`src/rtl/ctl_frame_pkg.sv`:
```
package ctl_frame_pkg;
  localparam int SLOT_W   = 48;
  localparam int N_FIELDS = 3;
  localparam int CTRL_SEND = 0;
  localparam int CTRL_IE   = 1;
  localparam int CTRL_TXEN = 2;

  typedef struct packed {
    logic aborted;
    logic done;
  } stat_t;
endpackage

```
`src/rtl/cf_slot_regs.sv`:
```
module cf_slot_regs #(
  parameter int SLOT_W     = 48,
  parameter int SLOT_IDX_W = 5,
  parameter int DA_SLOT    = 0,
  parameter int SA_SLOT    = 1,
  parameter int CW_SLOT    = 18,
  localparam int N_FIELDS  = 3
) (
  input  logic                             clk_i,
  input  logic                             rst_ni,
  input  logic                             we_i,
  input  logic [SLOT_IDX_W-1:0]            idx_i,
  input  logic [SLOT_W-1:0]                wdata_i,
  output logic [N_FIELDS-1:0][SLOT_W-1:0]  fields_o
);
  for (genvar g = 0; g < N_FIELDS; g++) begin : g_slot
    localparam int SI = (g == 0) ? DA_SLOT : (g == 1) ? SA_SLOT : CW_SLOT;
    logic [SLOT_W-1:0] q;
    always_ff @(posedge clk_i or negedge rst_ni) begin
      if (!rst_ni)                                  q <= '0;
      else if (we_i && idx_i == SLOT_IDX_W'(SI))    q <= wdata_i;
    end
    assign fields_o[g] = q;
  end
endmodule

```
`src/rtl/cf_byte_mux.sv`:
```
module cf_byte_mux #(
  parameter int SLOT_W   = 48,
  parameter int N_FIELDS = 3,
  parameter int IDX_W    = 6,
  localparam int FB      = SLOT_W / 8
) (
  input  logic [N_FIELDS-1:0][SLOT_W-1:0] fields_i,
  input  logic [IDX_W-1:0]                idx_i,
  output logic [7:0]                      byte_o
);
  // table bytes first, everything past them reads as zero
  always_comb begin
    byte_o = '0;
    for (int f = 0; f < N_FIELDS; f++) begin
      for (int b = 0; b < FB; b++) begin
        if (int'(idx_i) == f * FB + b) byte_o = fields_i[f][SLOT_W-1-8*b -: 8];
      end
    end
  end
endmodule

```
`src/rtl/cf_ctrl.sv`:
```
module cf_ctrl
  import ctl_frame_pkg::*;
(
  input  logic        clk_i,
  input  logic        rst_ni,
  input  logic        we_i,
  input  logic [2:0]  wdata_i,
  input  logic        done_i,
  input  logic        abort_i,
  output logic        send_o,
  output logic        ie_o,
  output logic        txen_o,
  output stat_t       stat_o,
  output logic        irq_o
);
  logic send_q, ie_q, txen_q, irq_q;
  stat_t stat_q;
  logic fin;

  assign fin = done_i | abort_i;

  always_ff @(posedge clk_i or negedge rst_ni) begin
    if (!rst_ni) begin
      send_q <= 1'b0;
      ie_q   <= 1'b0;
      txen_q <= 1'b0;
      stat_q <= '0;
      irq_q  <= 1'b0;
    end else begin
      if (we_i) begin
        ie_q   <= wdata_i[CTRL_IE];
        txen_q <= wdata_i[CTRL_TXEN];
        if (wdata_i[CTRL_SEND]) send_q <= 1'b1;
      end
      if (fin) begin
        send_q <= 1'b0;   // completion wins over a concurrent set
        stat_q <= '{aborted: abort_i, done: done_i};
      end
      irq_q <= fin & ie_q;
    end
  end

  assign send_o = send_q;
  assign ie_o   = ie_q;
  assign txen_o = txen_q;
  assign stat_o = stat_q;
  assign irq_o  = irq_q;
endmodule

```
`src/rtl/cf_serializer.sv`:
```
module cf_serializer #(
  parameter int FRAME_BYTES = 60,
  localparam int IDX_W      = $clog2(FRAME_BYTES)
) (
  input  logic             clk_i,
  input  logic             rst_ni,
  input  logic             send_i,
  input  logic             txen_i,
  input  logic             mac_busy_i,
  input  logic             tx_ready_i,
  output logic             tx_valid_o,
  output logic             tx_last_o,
  output logic [IDX_W-1:0] idx_o,
  output logic             active_o,
  output logic             done_o,
  output logic             abort_o
);
  localparam logic [IDX_W-1:0] LAST_IDX = IDX_W'(FRAME_BYTES - 1);

  logic             active_q;
  logic [IDX_W-1:0] idx_q;
  logic             start, hs, at_last;

  assign start   = !active_q && send_i && txen_i && !mac_busy_i;
  assign at_last = (idx_q == LAST_IDX);
  assign hs      = tx_valid_o && tx_ready_i;

  always_ff @(posedge clk_i or negedge rst_ni) begin
    if (!rst_ni) begin
      active_q <= 1'b0;
      idx_q    <= '0;
    end else if (start) begin
      active_q <= 1'b1;
      idx_q    <= '0;
    end else if (abort_o) begin
      active_q <= 1'b0;
    end else if (hs) begin
      if (at_last) active_q <= 1'b0;
      else         idx_q    <= idx_q + 1'b1;
    end
  end

  assign tx_valid_o = active_q && txen_i;
  assign tx_last_o  = tx_valid_o && at_last;
  assign done_o     = hs && at_last;
  assign abort_o    = active_q && !txen_i;
  assign idx_o      = idx_q;
  assign active_o   = active_q;
endmodule

```
`src/rtl/ctl_frame_tx.sv`:
```
module ctl_frame_tx
  import ctl_frame_pkg::*;
#(
  parameter int SLOT_IDX_W  = 5,
  parameter int DA_SLOT     = 0,
  parameter int SA_SLOT     = 1,
  parameter int CW_SLOT     = 18,
  parameter int FRAME_BYTES = 60
) (
  input  logic                  clk_i,
  input  logic                  rst_ni,
  input  logic                  slot_we_i,
  input  logic [SLOT_IDX_W-1:0] slot_idx_i,
  input  logic [SLOT_W-1:0]     slot_wdata_i,
  input  logic                  ctrl_we_i,
  input  logic [2:0]            ctrl_wdata_i,
  output logic [2:0]            ctrl_o,
  output logic [1:0]            stat_o,
  output logic                  irq_o,
  input  logic                  mac_busy_i,
  output logic                  tx_valid_o,
  input  logic                  tx_ready_i,
  output logic [7:0]            tx_data_o,
  output logic                  tx_last_o
);
  localparam int IDX_W = $clog2(FRAME_BYTES);

  logic [N_FIELDS-1:0][SLOT_W-1:0] fields;
  logic [IDX_W-1:0] idx;
  logic send, ie, txen, active, done_pulse, abort_pulse;
  stat_t stat;

  cf_slot_regs #(
    .SLOT_W(SLOT_W), .SLOT_IDX_W(SLOT_IDX_W),
    .DA_SLOT(DA_SLOT), .SA_SLOT(SA_SLOT), .CW_SLOT(CW_SLOT)
  ) u_slots (
    .clk_i(clk_i), .rst_ni(rst_ni), .we_i(slot_we_i),
    .idx_i(slot_idx_i), .wdata_i(slot_wdata_i), .fields_o(fields)
  );

  cf_ctrl u_ctrl (
    .clk_i(clk_i), .rst_ni(rst_ni), .we_i(ctrl_we_i), .wdata_i(ctrl_wdata_i),
    .done_i(done_pulse), .abort_i(abort_pulse),
    .send_o(send), .ie_o(ie), .txen_o(txen), .stat_o(stat), .irq_o(irq_o)
  );

  cf_serializer #(.FRAME_BYTES(FRAME_BYTES)) u_ser (
    .clk_i(clk_i), .rst_ni(rst_ni), .send_i(send), .txen_i(txen),
    .mac_busy_i(mac_busy_i), .tx_ready_i(tx_ready_i),
    .tx_valid_o(tx_valid_o), .tx_last_o(tx_last_o), .idx_o(idx),
    .active_o(active), .done_o(done_pulse), .abort_o(abort_pulse)
  );

  cf_byte_mux #(.SLOT_W(SLOT_W), .N_FIELDS(N_FIELDS), .IDX_W(IDX_W)) u_mux (
    .fields_i(fields), .idx_i(idx), .byte_o(tx_data_o)
  );

  assign ctrl_o = {txen, ie, send};
  assign stat_o = stat;
endmodule

```
`config.mk`:
```
export PLATFORM = sky130hd
export DESIGN_NAME = ctl_frame_tx
export DESIGN_NICKNAME = d
export VERILOG_FILES = /design/src/rtl/ctl_frame_pkg.sv /design/src/rtl/cf_slot_regs.sv /design/src/rtl/cf_byte_mux.sv /design/src/rtl/cf_ctrl.sv /design/src/rtl/cf_serializer.sv /design/src/rtl/ctl_frame_tx.sv
export SDC_FILE = /design/constraint.sdc
export NUM_CORES = 1
export LEC_CHECK = 0
export BUFFER_PORTS_ARGS = -buffer_cell sky130_fd_sc_hd__clkbuf_2
export CORE_ASPECT_RATIO = 0.75
export CORE_UTILIZATION = 59
export DETAILED_ROUTE_END_ITERATION = 12
export PLACE_DENSITY_LB_ADDON = 0.12
export SKIP_LAST_GASP = 1
export SLEW_MARGIN = 20
export SYNTH_ARGS = -nofsm -noshare
export SYNTH_HDL_FRONTEND = slang
export SYNTH_SLANG_ARGS = --single-unit
```
`constraint.sdc`:
```
create_clock -name clk_i -period 2.9 [get_ports clk_i]
set_input_delay 0.58 -clock clk_i [delete_from_list [all_inputs] [get_ports clk_i]]
set_output_delay 0.58 -clock clk_i [all_outputs]
set_load 0.01 [all_outputs]
```
==> load_flow_metrics.sql, run 1 <==
INSERT INTO impl_metrics (metric_group, metric, value, unit) VALUES
('critical_path', 'cp_cell_sequence', 'inv_4 > ha_4 > or4b_4 > nor3_4 > buf_6 > a221oi_1 > o21ai_1 > o2111ai_1 > a21oi_2 > buf_2', ''),
('yosys', 'netlist_instances', '654', ''),
('floorplanning', 'design.portCount', '78', ''),
('critical_path', 'cp.arrival', '2.76', 'ns'),
('critical_path', 'critPathRequiredTime', '2.32', 'ns'),
('yosys', 'async_flop_share', '100', '%'),
('critical_path', 'setup.worst_path.start_class', 'flip-flop', ''),
('sta', 'setup_violations', '8', ''),
('sta', 'worst-slew-pin-transition', '0.558', 'ns'),
('cts', 'cts_htree_levels', '4', ''),
('critical_path', 'worst_r2r_startpoint', 'u_ser.idx_o[1]', ''),
('sta', 'finalHoldWorstSlack', '0.0465', 'ns'),
('global_routing', 'wire_length_of_the_first_global_routing_pass', '36600', 'µm'),
('floorplanning', 'design.die.area', '0.0135', 'mm²'),
('sta', 'post-route-worst-setup-slack', '-0.438', 'ns'),
('sta', 'finalSetupTns', '-3.05', 'ns'),
('status', 'run_status', 'finished, violations left', ''),
('routing', 'wl_per_cell', '24.3', 'µm'),
('sta', 'finClkSkew', '0.00334', 'ns'),
('sta', 'final.min_clock_period', '3.34', 'ns'),
('global_routing', 'number_of_global_route_vias_before_repair', '6497', ''),
('yosys', 'synth-seq-area-share', '51.1', '%'),
('status', 'failed_checks', 'setup timing', ''),
('placed_design', 'pre_cts_slack', '-0.138', 'ns'),
('global_routing', 'grt_start_max_net_pins', '80', ''),
('yosys', 'synth_area_leaders', 'sky130_fd_sc_hd__dfrtp_1 51%, sky130_fd_sc_hd__mux2_2 21%, sky130_fd_sc_hd__nor2_1 1.8%', ''),
('cts', 'cts_tree', 'yes', ''),
('finish', 'drive_above_1_share', '49.1', '%'),
('power', 'power_density', '796', 'mW/mm²'),
('yosys', 'most_frequent_cells_after_synthesis', '157 x sky130_fd_sc_hd__dfrtp_1, 145 x sky130_fd_sc_hd__mux2_2, 36 x sky130_fd_sc_hd__nor2_1', ''),
('yosys', 'syn_area_cell', '11.8', 'µm²'),
('critical_path', 'critical_path.endpoint', 'tx_data_o[2]', ''),
('finish', 'insertedDiodeCount', '0', ''),
('finish', 'final_nets', '862', ''),
('floorplanning', 'dieWidth', '134', 'µm'),
('routing', 'via_per_inst', '6.57', ''),
('cts', 'clock_sink_count', '157', ''),
('critical_path', 'critical_path.endpoint_type', 'primary output', ''),
('floorplanning', 'core', '0.0125', 'mm²'),
('yosys', 'yosysMostFrequentCell', 'sky130_fd_sc_hd__dfrtp_1', ''),
('global_routing', 'groute.usage.overall', '37.2', '%'),
('critical_path', 'crit_path_max_fanout', '5', ''),
('power', 'max-vdd-ir-drop', '0.527', 'mV'),
('cts', 'cts.hold.buffers_added', '0', ''),
('placed_design', 'detailed_place_hpwl', '16700', 'µm'),
('routing', 'ant_nets', '0', ''),
('routing', 'first_iter_violations', '637', ''),
('hold_path', 'hold_path.class', 'in2async', ''),
('critical_path', 'cp_top_delay_family', 'simple AND/OR/NAND/NOR gates', ''),
('cts', 'cts-root-buf', 'sky130_fd_sc_hd__clkbuf_16', ''),
('cts', 'tritoncts.num_buffers', '17', ''),
('critical_path', 'critical_path.slowest_cell', 'sky130_fd_sc_hd__or4b_4', ''),
('cts', 'worstSkewPairLatency', '0.42', 'ns'),
('yosys', 'synth.net_count', '720', ''),
('cts', 'clk_pin_slew', '0.07', 'ns'),
('yosys', 'yosys_warnings', '0', ''),
('yosys', 'synth_edf_count', '0', ''),
('placed_design', 'port_buffers', '77', ''),
('global_routing', 'global_route.overflow_total', '0', ''),
('critical_path', 'max_stage_delay', '0.53', 'ns'),
('routing', 'dr.pass1.iters', '6', ''),
('yosys', 'synth_top_area_share', '51.1', '%'),
('critical_path', 'critPathKind', 'reg2out', ''),
('critical_path', 'crit-reg2reg-capture', 'u_ser.idx_o[4]', ''),
('routing', 'drt_drc_violations_left', '0', ''),
('power', 'design_power_total', '0.00771', 'W'),
('power', 'power.leakage', '4.53', 'nW'),
('sta', 'hold_violations', '0', ''),
('yosys', 'mappedNetlistArea', '0.00769', 'mm²'),
('yosys', 'synth_cell_types', '63', ''),
('sta', 'report.final.slew_viol_count', '0', '');
metal layers:
layer / track usage, % / wire length [µm] / vias up
met3: 9.45 / 2380 / 99
met4: 14.6 / 847 / 0
met2: 58.5 / 10900 / 418
met5: 0 / 0 / -
met1: 49.6 / 9580 / 3171
li1: - / - / 2721
power breakdown:
part / internal (W) / total, W / switching [W]
registers: 0.00262 / 0.00298 / 0.000359
clock network: 0.00132 / 0.00228 / 0.000967
logic: 0.00126 / 0.00244 / 0.00119
total: 0.00519 / 0.00771 / 0.00252
through the flow:
stage	cells	cell area [µm²]	utilization [%]
global placement	926	8690	69.6
global route	975	9680	77.6
CTS	973	9590	76.9
finish	975	9680	77.6
floorplan	654	7690	-
detailed placement	926	8690	69.6
layout make-up:
class	count	area [µm²]
timing repair buffer	164	1140
clock inverter	13	156
multi-input combinational	449	3770
sequential	157	3940
tap	166	208
fill	782	2800
inverter	7	31.3
clock buffer	19	443
what timing repair did:
item / 4_1_cts / 5_1_grt
resized for setup: 50 / 22
setup endpoints to repair: 8 / 8
buffers inserted: 17 / 2
pin swaps: 17 / 9
logic make-up (layout without fill, tap and decap cells):
group / count (synthesis) / in the layout / share of synthesized area, %
simple gates: 170 / 170 / 12.3
flops: 157 / 157 / 51.1
mux: 148 / 148 / 21.6
compound gates: 124 / 124 / 11.0
buf+inv: 48 / 203 / 2.96
fa+ha+maj: 4 / 4 / 0.651
xor+xnor: 3 / 3 / 0.342
cell usage in the layout, fill, tap and decap left out, types with 6 or more instances in the layout:
cell / count
sky130_fd_sc_hd__a21oi_1: 23
sky130_fd_sc_hd__dfrtp_1: 152
sky130_fd_sc_hd__nor2_1: 35
sky130_fd_sc_hd__o221ai_1: 6
sky130_fd_sc_hd__clkbuf_2: 70
sky130_fd_sc_hd__nor4_1: 7
sky130_fd_sc_hd__buf_6: 7
sky130_fd_sc_hd__nor3_1: 10
sky130_fd_sc_hd__o22ai_1: 18
sky130_fd_sc_hd__nand2_1: 31
sky130_fd_sc_hd__a221oi_1: 8
sky130_fd_sc_hd__mux2_2: 145
sky130_fd_sc_hd__and3_1: 9
sky130_fd_sc_hd__nand3_1: 17
sky130_fd_sc_hd__buf_4: 75
sky130_fd_sc_hd__buf_2: 6
sky130_fd_sc_hd__o21ai_0: 17
sky130_fd_sc_hd__clkbuf_16: 17
sky130_fd_sc_hd__and2_1: 7
flip-flops by register name, indices dropped and copies added (netlist names):
signal / count
u_ser.idx_o: 6
u_ctrl.irq_o: 1
u_ctrl.ie_o: 1
u_ctrl.txen_o: 1
u_ctrl.send_o: 1
u_ctrl.stat_o: 2
u_ser.active_o: 1
u_slots.g_slot.q: 144
worst min-delay path by stage:
stage | from | end | cells past startpoint
2_1_floorplan | rst_ni | u_ctrl.ie_o | 0
4_1_cts | rst_ni | u_slots.g_slot[1].q[24] | 1
5_1_grt | rst_ni | u_slots.g_slot[1].q[24] | 1
6_report | rst_ni | u_slots.g_slot[1].q[24] | 1
3_5_place_dp | u_ctrl.stat_o[0] | u_ctrl.stat_o[0] | 2
3_3_place_gp | u_ctrl.stat_o[1] | u_ctrl.stat_o[1] | 2
worst reg2reg max path, delay by kind of cell, from the launching register on:
family	cells	cell delay [ns]
buffers and inverters	2	0.35
AO/OA/AOI/OAI	2	0.38
adder cells (fa/ha/maj)	1	0.17
AND/OR/NAND/NOR	4	0.84
flip-flops	1	0.45
(Power assumes the default switching activity.)
==> run 2, diff against run 1 <==
- PLACE_DENSITY: unset -> 0.8
- PLACE_DENSITY_LB_ADDON: 0.12 -> unset
==> load_flow_metrics.sql, run 2 (same netlist as run 1, synthesis figures left out) <==
INSERT INTO impl_metrics (metric_group, metric, value, unit) VALUES
('status', 'run_status', 'finished, violations left', ''),
('status', 'failed_checks', 'setup timing', ''),
('critical_path', 'max_stage_delay', '0.43', 'ns'),
('critical_path', 'critPathKind', 'reg2out', ''),
('sta', 'unrepaired_setup_endpoints_after_global_routing', 'yes', ''),
('placed_design', 'pre_cts_slack', '-0.326', 'ns'),
('cts', 'worstSkewPairLatency', '0.42', 'ns'),
('cts', 'clk_pin_slew', '0.07', 'ns'),
('global_routing', 'wire_length_of_the_first_global_routing_pass', '37800', 'µm'),
('finish', 'insertedDiodeCount', '0', ''),
('sta', 'hold_violations', '0', ''),
('finish', 'final_nets', '866', ''),
('critical_path', 'worst_path_bufs_invs', '3', ''),
('routing', 'drt_drc_violations_left', '0', ''),
('routing', 'postRouteWirelength', '24500', 'µm'),
('critical_path', 'critical_path.slowest_cell', 'sky130_fd_sc_hd__or3b_4', ''),
('sta', 'report.final.slew_viol_count', '0', ''),
('placed_design', 'detailed_place_hpwl', '17800', 'µm'),
('power', 'power.switching', '0.00267', 'W'),
('floorplanning', 'design.die.area', '0.0135', 'mm²'),
('critical_path', 'critPathRequiredTime', '2.32', 'ns'),
('global_routing', 'grtUsageMet3', '7.94', '%'),
('power', 'design_power_total', '0.00768', 'W'),
('critical_path', 'cp_top_delay_family', 'simple AND/OR/NAND/NOR gates', ''),
('sta', 'finalHoldWorstSlack', '0.113', 'ns'),
('global_routing', 'grt_most_used_layer', 'met2', ''),
('routing', 'ant_nets', '0', ''),
('power', 'power_density', '786', 'mW/mm²'),
('floorplanning', 'core', '0.0125', 'mm²'),
('global_routing', 'global_route_met1_usage', '51.8', '%'),
('critical_path', 'timing.critical_path.depth', '10', ''),
('critical_path', 'setup.worst_path.start_class', 'flip-flop', ''),
('floorplanning', 'design.portCount', '78', ''),
('power', 'p_clk_share', '28.9', '%'),
('critical_path', 'crit_path_max_fanout', '4', ''),
('sta', 'setup_violations', '8', ''),
('critical_path', 'worst_r2r_startpoint', 'u_ser.idx_o[0]', ''),
('cts', 'cts_tree', 'yes', ''),
('sta', 'maxClockFrequency', '0.304', 'GHz'),
('finish', 'top_register', 'u_slots.g_slot.q', ''),
('finish', 'final_common_cell', 'sky130_fd_sc_hd__dfrtp_1', ''),
('critical_path', 'worstSetupStartpoint', 'u_ser.idx_o[0]', ''),
('global_routing', 'number_of_global_route_vias_before_repair', '6519', ''),
('sta', 'slew_headroom', '50.8', '%'),
('power', 'power.leakage', '4.58', 'nW'),
('floorplanning', 'die_h', '101', 'µm'),
('floorplanning', 'dieWidth', '134', 'µm'),
('hold_path', 'hold_path.class', 'in2async', ''),
('global_routing', 'global_route.overflow_total', '0', ''),
('critical_path', 'r2r_setup_slack', '0.84', 'ns'),
('critical_path', 'crit-reg2reg-capture', 'u_ser.idx_o[4]', ''),
('sta', 'finClkSkew', '0.00477', 'ns'),
('cts', 'clock_path_buffers', '2', ''),
('routing', 'via_per_inst', '6.53', ''),
('sta', 'final.min_clock_period', '3.29', 'ns'),
('critical_path', 'cp_cell_sequence', 'buf_4 > ha_2 > or3b_4 > nor2_2 > buf_4 > nand2_4 > o22ai_1 > a311o_1 > o22ai_2 > buf_2', ''),
('critical_path', 'reg2regPathDepth', '8', ''),
('critical_path', 'cp.arrival', '2.71', 'ns'),
('sta', 'worst-slew-pin-transition', '0.735', 'ns'),
('cts', 'clock_sink_count', '157', ''),
('placed_design', 'gp_congestion', '1.06', ''),
('routing', 'wl_per_cell', '25.0', 'µm'),
('power', 'p_seq_share', '38.8', '%'),
('global_routing', 'number_of_antenna_violations_at_the_first_check_in_global_routing', '0', ''),
('flow_run', 'maxCapViolations', '0', ''),
('global_routing', 'grt_start_max_net_pins', '71', ''),
('cts', 'cts-root-buf', 'sky130_fd_sc_hd__clkbuf_16', ''),
('power', 'comb_power_share', '32.2', '%'),
('sta', 'fin_crit_sh', '114', '%'),
('routing', 'detailroute.via_count', '6388', ''),
('power', 'p_int', '0.00501', 'W'),
('cts', 'tritoncts.num_buffers', '17', ''),
('routing', 'dr.pass1.iters', '5', ''),
('finish', 'layout_common_cells', '153 x sky130_fd_sc_hd__dfrtp_1, 145 x sky130_fd_sc_hd__mux2_2, 79 x sky130_fd_sc_hd__buf_4', ''),
('global_routing', 'grt_use_met2', '60.5', '%'),
('floorplanning', 'initial_core_util', '61.6', '%'),
('sta', 'post-route-worst-setup-slack', '-0.394', 'ns'),
('global_routing', 'groute.usage.overall', '38.5', '%'),
('power', 'swShare', '34.8', '%'),
('routing', 'first_iter_violations', '566', ''),
('critical_path', 'critical_path.endpoint', 'tx_data_o[7]', ''),
('finish', 'layout-area-overhead-vs-synth', '27.1', '%'),
('critical_path', 'critPathMostFrequentCell', 'sky130_fd_sc_hd__buf_4', ''),
('finish', 'number_of_flip_flops_in_the_largest_register', '144', ''),
('cts', 'cts_htree_levels', '4', ''),
('power', 'max-vdd-ir-drop', '0.515', 'mV'),
('finish', 'drive_above_1_share', '50.2', '%'),
('floorplanning', 'std_cell_rows', '35', ''),
('placed_design', 'port_buffers', '77', ''),
('critical_path', 'critical_path.endpoint_type', 'primary output', '');
## run 2: changes by cell type in the layout (fill, tap and decap cells not counted), sizes merged
| cell | change |
|---|---|
| buf | +6 |
| clkbuf | -4 |
| bufinv | -2 |
| clkinv | +2 |
| clkinvlp | +1 |
| inv | +1 |
## run 2: worst min path at each step
stage | from | endpoint | slack (ns) | cells after the start
6_report | rst_ni | u_slots.g_slot[2].q[28] | 0.11 | 1
5_1_grt | rst_ni | u_slots.g_slot[2].q[28] | 0.16 | 1
4_1_cts | rst_ni | u_slots.g_slot[1].q[29] | 0.14 | 1
3_5_place_dp | u_ctrl.stat_o[0] | u_ctrl.stat_o[0] | 0.49 | 2
3_3_place_gp | u_ctrl.stat_o[1] | u_ctrl.stat_o[1] | 0.46 | 2
2_1_floorplan | rst_ni | u_ctrl.ie_o | 0.28 | 0
## run 2: what timing repair did
action | CTS | global route
hold buffers | 0 | 0
pin swaps | 16 | 15
endpoints found under the setup margin | 8 | 8
resized for setup | 48 | 30
buffers inserted | 6 | 6
## run 2: per-layer routing
layer	vias up	wire length, µm
li1	2753	-
met1	3223	10100
met2	339	11400
met3	73	2090
met4	0	860
met5	-	0
## run 2: final cells by class
cell class,instances,area [µm²]
Sequential cell,157,3930
Multi-Input combinational cell,449,3830
Fill cell,797,2700
Timing Repair Buffer,168,1180
Clock buffer,17,425
Tap cell,166,208
Clock inverter,15,171
Inverter,7,26.3
## run 2: stage by stage
step	util [%]	std cells	cell area, µm²	setup TNS (ns)
3_3_place_gp	70.3	935	8770	-0.422
6_report	78.3	979	9780	-2.79
5_1_grt	78.3	979	9780	-3.56
3_5_place_dp	70.3	935	8770	-0.618
2_1_floorplan	-	654	7690	0
4_1_cts	77.1	973	9620	-2.84
## run 2: power by group through the flow
stage          clock, W  sequential [W]  combinational, W
2_1_floorplan         0         0.00282           0.00122
3_3_place_gp          0         0.00296           0.00199
3_5_place_dp          0         0.00298           0.00204
4_1_cts         0.00225         0.00296           0.00233
5_1_grt         0.00233         0.00302           0.00262
6_report        0.00222         0.00298           0.00248
